$ cat src/rtl/fru_pkg.sv
package fru_pkg;
  localparam logic [5:0] OPC_SPECIAL = 6'h00;
  localparam logic [5:0] OPC_REGIMM  = 6'h01;
  localparam logic [5:0] OPC_JUMP    = 6'h02;
  localparam logic [5:0] OPC_JLINK   = 6'h03;
  localparam logic [5:0] OPC_BREQ    = 6'h04;
  localparam logic [5:0] OPC_BRNE    = 6'h05;
  localparam logic [5:0] OPC_BRLEZ   = 6'h06;
  localparam logic [5:0] OPC_BRGTZ   = 6'h07;
  localparam logic [5:0] FN_REGJ     = 6'h08;
  localparam logic [5:0] FN_REGJL    = 6'h09;
  localparam logic [4:0] RA_INDEX    = 5'd31;

  typedef struct packed {
    logic       redir;
    logic       link;
    logic       unsup;
    logic [4:0] lidx;
  } decision_t;
endpackage

$ cat src/rtl/fru_cond.sv
module fru_cond
  import fru_pkg::*;
#(
  parameter int XLEN = 32
) (
  input  logic [5:0]      opcode,
  input  logic [4:0]      rt_sel,
  input  logic [XLEN-1:0] rs_val,
  input  logic [XLEN-1:0] rt_val,
  output logic            taken,
  output logic            link_req
);
  logic same, is_zero, is_neg;

  always_comb begin
    same     = (rs_val == rt_val);
    is_zero  = (rs_val == '0);
    is_neg   = rs_val[XLEN-1];
    taken    = 1'b0;
    link_req = 1'b0;
    case (opcode)
      OPC_BREQ:   taken = same;
      OPC_BRNE:   taken = !same;
      OPC_BRLEZ:  taken = is_neg || is_zero;
      OPC_BRGTZ:  taken = !is_neg && !is_zero;
      OPC_REGIMM: begin
        // bit 0 flips the sign sense, bit 4 asks for a link
        taken    = is_neg ^ rt_sel[0];
        link_req = rt_sel[4] && (is_neg ^ rt_sel[0]);
      end
      default:    taken = 1'b0;
    endcase
  end
endmodule

$ cat src/rtl/fru_target.sv
module fru_target #(
  parameter int XLEN = 32
) (
  input  logic [XLEN-1:0] pc_in,
  input  logic [XLEN-1:0] imm_se,
  input  logic [XLEN-7:0] jidx,
  output logic [XLEN-1:0] br_target,
  output logic [XLEN-1:0] jmp_target
);
  localparam logic [XLEN-1:0] WORD = XLEN'(4);

  // pc_in already points past the delay slot; take one word back
  assign br_target  = pc_in + (imm_se << 2) - WORD;
  assign jmp_target = {pc_in[XLEN-1:XLEN-4], jidx, 2'b00};
endmodule

$ cat src/rtl/flow_redirect_unit.sv
module flow_redirect_unit
  import fru_pkg::*;
#(
  parameter int XLEN = 32
) (
  input  logic            clk,
  input  logic            rst,
  input  logic            in_valid,
  input  logic [5:0]      opcode,
  input  logic [5:0]      funct,
  input  logic [4:0]      rt_idx,
  input  logic [4:0]      rd_idx,
  input  logic [XLEN-1:0] rs_val,
  input  logic [XLEN-1:0] rt_val,
  input  logic [XLEN-1:0] imm_se,
  input  logic [XLEN-7:0] jidx,
  input  logic [XLEN-1:0] pc_in,
  output logic            out_valid,
  output logic            redirect,
  output logic [XLEN-1:0] next_pc,
  output logic            link_valid,
  output logic [4:0]      link_reg,
  output logic [XLEN-1:0] link_data,
  output logic            unsupported
);
  logic            cond_taken, cond_link;
  logic [XLEN-1:0] br_target, jmp_target, npc_d;
  decision_t       dec;

  fru_cond #(.XLEN(XLEN)) u_cond (
    .opcode   (opcode),
    .rt_sel   (rt_idx),
    .rs_val   (rs_val),
    .rt_val   (rt_val),
    .taken    (cond_taken),
    .link_req (cond_link)
  );

  fru_target #(.XLEN(XLEN)) u_target (
    .pc_in      (pc_in),
    .imm_se     (imm_se),
    .jidx       (jidx),
    .br_target  (br_target),
    .jmp_target (jmp_target)
  );

  always_comb begin
    dec   = '{redir: 1'b0, link: 1'b0, unsup: 1'b0, lidx: RA_INDEX};
    npc_d = pc_in;
    case (opcode)
      OPC_SPECIAL: begin
        if (funct == FN_REGJ) begin
          dec.redir = 1'b1;
          npc_d     = rs_val;
        end else if (funct == FN_REGJL) begin
          dec.redir = 1'b1;
          dec.link  = 1'b1;
          dec.lidx  = rd_idx;
          npc_d     = rs_val;
        end else begin
          dec.unsup = 1'b1;
        end
      end
      OPC_REGIMM, OPC_BREQ, OPC_BRNE, OPC_BRLEZ, OPC_BRGTZ: begin
        dec.redir = cond_taken;
        dec.link  = cond_link;
        if (cond_taken) npc_d = br_target;
      end
      OPC_JUMP: begin
        dec.redir = 1'b1;
        npc_d     = jmp_target;
      end
      OPC_JLINK: begin
        dec.redir = 1'b1;
        dec.link  = 1'b1;
        npc_d     = jmp_target;
      end
      default: dec.unsup = 1'b1;
    endcase
  end

  always_ff @(posedge clk) begin
    if (rst) begin
      out_valid   <= 1'b0;
      redirect    <= 1'b0;
      link_valid  <= 1'b0;
      unsupported <= 1'b0;
      next_pc     <= '0;
      link_reg    <= '0;
      link_data   <= '0;
    end else begin
      out_valid <= in_valid;
      if (in_valid) begin
        redirect    <= dec.redir;
        link_valid  <= dec.link;
        unsupported <= dec.unsup;
        next_pc     <= npc_d;
        link_reg    <= dec.lidx;
        link_data   <= pc_in;
      end else begin
        redirect    <= 1'b0;
        link_valid  <= 1'b0;
        unsupported <= 1'b0;
      end
    end
  end

  AST_RESET_QUIET: assert property (@(posedge clk) rst |=> (!out_valid && !redirect && !link_valid && !unsupported));

  AST_ONE_CYCLE: assert property (@(posedge clk) disable iff (rst) in_valid |=> out_valid);

  AST_IDLE_CLEAR: assert property (@(posedge clk) disable iff (rst) !in_valid |=> (!out_valid && !redirect && !link_valid));

  AST_UNSUP_INERT: assert property (@(posedge clk) disable iff (rst) unsupported |-> (!redirect && !link_valid));

  AST_NE_FALLTHRU: assert property (@(posedge clk) disable iff (rst)
    (in_valid && opcode == OPC_BREQ && rs_val != rt_val) |=> (!redirect && next_pc == $past(pc_in)));

  AST_REGIMM_LINK: assert property (@(posedge clk) disable iff (rst)
    (in_valid && opcode == OPC_REGIMM && rt_idx[4] && (rs_val[XLEN-1] ^ rt_idx[0]))
      |=> (link_valid && link_reg == RA_INDEX && link_data == $past(pc_in)));

  AST_JUMP_TARGET: assert property (@(posedge clk) disable iff (rst)
    (in_valid && opcode == OPC_JUMP)
      |=> (redirect && next_pc == {$past(pc_in[XLEN-1:XLEN-4]), $past(jidx), 2'b00}));
endmodule

$ cat config.mk
export PLATFORM = sky130hd
export DESIGN_NAME = flow_redirect_unit
export DESIGN_NICKNAME = d
export VERILOG_FILES = /design/src/rtl/fru_pkg.sv /design/src/rtl/fru_cond.sv /design/src/rtl/fru_target.sv /design/src/rtl/flow_redirect_unit.sv
export SDC_FILE = /design/constraint.sdc
export NUM_CORES = 1
export LEC_CHECK = 0
export ABC_AREA = 1
export BUFFER_PORTS_ARGS = -buffer_cell sky130_fd_sc_hd__buf_2
export CORE_MARGIN = 2
export CORE_UTILIZATION = 40
export CTS_BUF_LIST = sky130_fd_sc_hd__clkbuf_4
export DETAILED_ROUTE_END_ITERATION = 10
export PLACE_DENSITY = 0.65
export SETUP_SLACK_MARGIN = 0.05
export SLEW_MARGIN = 20
export SYNTH_ARGS = -nofsm -noshare
export SYNTH_HDL_FRONTEND = slang
export SYNTH_HIERARCHICAL = 1
export SYNTH_SLANG_ARGS = --single-unit
$ cat constraint.sdc
create_clock -name clk -period 4.6 [get_ports clk]
set_clock_uncertainty 0.05 [all_clocks]
set_input_delay 1.38 -clock clk [delete_from_list [all_inputs] [get_ports clk]]
set_output_delay 1.38 -clock clk [all_outputs]
set_load 0.03 [all_outputs]
==> qor.csv <==
stage,metric,value,unit
grt,largest net degree at the start of global routing,72,
synth,synthesized area,8139,um^2
critical_path,CP endpoint kind,flip-flop,
detailed_routing,top routing layer in use,met4,
cells_and_area,share of cells above drive strength 1,19.06,%
clock_network,clock slew at reported path FFs,140,ps
synth,ys async rst share,0,%
synth,number of flops mapped to enable cells by yosys,0,
detailed_routing,met3 WL post-DR,1644,um
critical_path,"slowest stage cell, crit path",fa_1,
clock_network,CTS Buffer Depth,2,
synth,"Warnings, synthesis",6,
sta,worst-margin pin slew,905.4,ps
clock_network,Clock Sinks,73,
placed_design,HPWL after DPL,21200,um
sta,Relative slew margins,39.44,%
sta,RSZ-0062 raised after global routing,no,
critical_path,CP required,4880,ps
power_and_ir_drop,Comb power frac,44.4,%
grt,gr usage total,23.64,%
detailed_routing,Met2 Wirelength,12160,um
floorplanning,FP Rows,52,
cells_and_area,most frequent cells in the layout,"nand2_1 (448), inv_1 (305), buf_2 (245), nor2_1 (136), o21ai_0 (100)",
detailed_routing,WL met1,11820,um
clock_network,TritonCTS Buffers,9,
sta,Tcrit/Tclk final,78.33,%
synth,"area leader, netlist",nand2_1,
detailed_routing,first-pass iteration count of the detailed router,5,
critical_path,Worst Setup Start Kind,primary input,
power_and_ir_drop,power density over the cells,231.7,nW/um^2
clock_network,Clock Tree Root,clkbuf_4,
detailed_routing,WL final,26140,um
detailed_routing,drt drc,0,
status,status,finished clean,
placed_design,placer congestion estimate,0.9031,
hold_path,hold path depth,2,
synth,synthesized flop and latch total,73,
detailed_routing,DRT iter0 DRCs,580,
floorplanning,die area,21500,um^2
power_and_ir_drop,switching portion of total power,41.51,%
power_and_ir_drop,clock share of power,23.9,%
floorplanning,Die Span Y,146.6,um
clock_network,CTS tree,yes,
power_and_ir_drop,Flop pwr share,31.7,%
clock_network,worst-skew pair later-pin latency,430,ps
run,Max Cap Violations,0,
critical_path,Crit path top cell by count,nand2_1,
critical_path,Critical Path AT,3880,ps
sta,Max Freq,277.5,MHz
critical_path,FF-to-FF path depth,3,
synth,Synth cell types,39,
sta,final hold vios,0,
synth,synthesized instance count,1457,
sta,Fin Setup TNS,0,ps
clock_network,postcts setup bufs,0,
sta,max-slew violation count,0,
synth,sequential share of the synthesized area,17.96,%
power_and_ir_drop,maximum vdd drop,0.1326,mV
critical_path,crit path max fanout,4,
critical_path,crit path kind,in2reg,
synth,Yosys top cell area share,20.71,%
grt,global-route wire length before repair,41100,um
critical_path,CP max stage delay,500,ps
cells_and_area,Final Util,47.13,%
placed_design,IO buf count,246,
grt,GRT overflow,0,
clock_network,CTS Hold Bufs,0,
floorplanning,Initial Util,40.48,%
floorplanning,Core Area,20100,um^2
hold_path,worst hold path type,reg2reg,
cells_and_area,"commonest non-fill, non-tap cell in the layout",nand2_1,
floorplanning,DIE WIDTH,146.6,um
critical_path,critical-path cell list,buf_2 -> inv_1 -> ha_1 -> inv_1 -> ha_1 -> fa_1 -> nand3_1 -> nand3_2 -> nand2_1 -> nand2_2 -> nand2_1 -> nand3_1 -> nand2_1 -> nand2_1 -> nand2_1 -> o21ai_0 -> nand3_1 -> nand2_1 -> inv_1 -> nand2_1 -> nor2_1 -> nor2_1,
grt,antenna violations before repair,4,
cells_and_area,area grow syn2layout,16.42,%
synth,main area contributors after synthesis,"nand2_1 (21%), dfxtp_1 (18%), inv_1 (14%), ha_1 (8.8%), nor2_1 (6.3%)",
grt,vias in the first global route,8344,
power_and_ir_drop,Internal,0.001284,W
sta,final setup fails,0,
detailed_routing,vias,8950,
synth,Synth Area per Inst,5.586,um^2
detailed_routing,Via density,4.657,
clock_network,CTS resizes,0,
detailed_routing,DR WL/cell,13.60,um
synth,main flop type after synthesis,dfxtp_1,
detailed_routing,"antenna viol nets, final",0,
cells_and_area,Nets,1880,
floorplanning,# IOs,252,
sta,min Tclk post-route,3603,ps
power_and_ir_drop,net switching power,0.0009111,W
clock_network,H-Tree Depth,3,
power_and_ir_drop,P_leak,5.924,nW
[area by class of cell]
cell class              instances  area (um^2)
inverters                     313         1176
repair buffers                254         1306
multi-input cells             992         5006
clock inverters                 6        107.6
clock buffers                   9        67.56
well taps                     270        337.8
diodes                          5        12.51
fillers                      2252        10630
flip-flops and latches         73         1461
[final timing paths]
kind                      from           end  slack, ps
hold reg to reg   link_data[3]  link_data[3]        430
setup reg to reg   link_reg[1]   link_reg[1]       3820
hold / removal    link_data[3]  link_data[3]        430
setup / recovery      pc_in[3]   next_pc[25]       1000
[through the flow]
step                instance area (um^2)  cells  total power, W  setup WS (ps)  hold WS (ps)
floorplan                           8143   1458        0.001392           1011         531.6
global placement                    9288   1902        0.001669          580.8         393.7
detailed placement                  9288   1902        0.001679          552.9         405.1
CTS                                 9463   1917        0.002204           1016         425.4
global route                        9473   1921        0.002360          795.6         443.5
finish                              9475   1922        0.002195          996.9         430.4
[synth_stat cells, types with 3 or more instances]
cell type / n
a21o_1: 6
nand2_2: 13
inv_1: 305
buf_2: 24
dfxtp_1: 73
clkbuf_1: 15
nand3_1: 99
nand3_2: 5
buf_1: 3
nor2_2: 9
a21oi_1: 52
ha_1: 57
nand4_1: 8
nand2_1: 449
xnor2_1: 25
nor2_1: 136
o21ai_0: 100
buf_4: 35
inv_2: 7
xor2_1: 15
[metal layers]
| layer | vias up | GRT usage, % |
|---|---|---|
| li1 | 4721 | - |
| met1 | 3924 | 31.20 |
| met2 | 274 | 39.81 |
| met3 | 31 | 3.594 |
| met4 | 0 | 7.136 |
| met5 | - | 0 |
[power by group through the flow]
| stage | clock network, W | registers, W | logic, W |
|---|---|---|---|
| 2_1_floorplan | 0 | 0.000796 | 0.000596 |
| 3_3_place_gp | 0 | 0.000709 | 0.000959 |
| 3_5_place_dp | 0 | 0.000711 | 0.000968 |
| 4_1_cts | 0.000535 | 0.000697 | 0.000973 |
| 5_1_grt | 0.000563 | 0.000702 | 0.00109 |
| 6_report | 0.000525 | 0.000697 | 0.000974 |
[cell families (layout without fill, tap and decap cells)]
kind of cell	count (synthesis)	after routing	share of synthesized area, %
compound gates	160	160	10.05
xor+xnor	41	41	4.504
fa+ha+maj	58	58	9.008
buf+inv	393	582	20.61
flops	73	73	17.96
other cells	1	7	0.04607
simple gates	731	731	37.82
[critical path: cells and delay by family]
| family | cells | cell delay [ps] |
|---|---|---|
| fa+ha+maj | 3 | 990 |
| compound gates | 1 | 80 |
| simple gates | 14 | 1130 |
| buf+inv | 4 | 280 |
No activity file was read; power rests on OpenSTA's default activity.
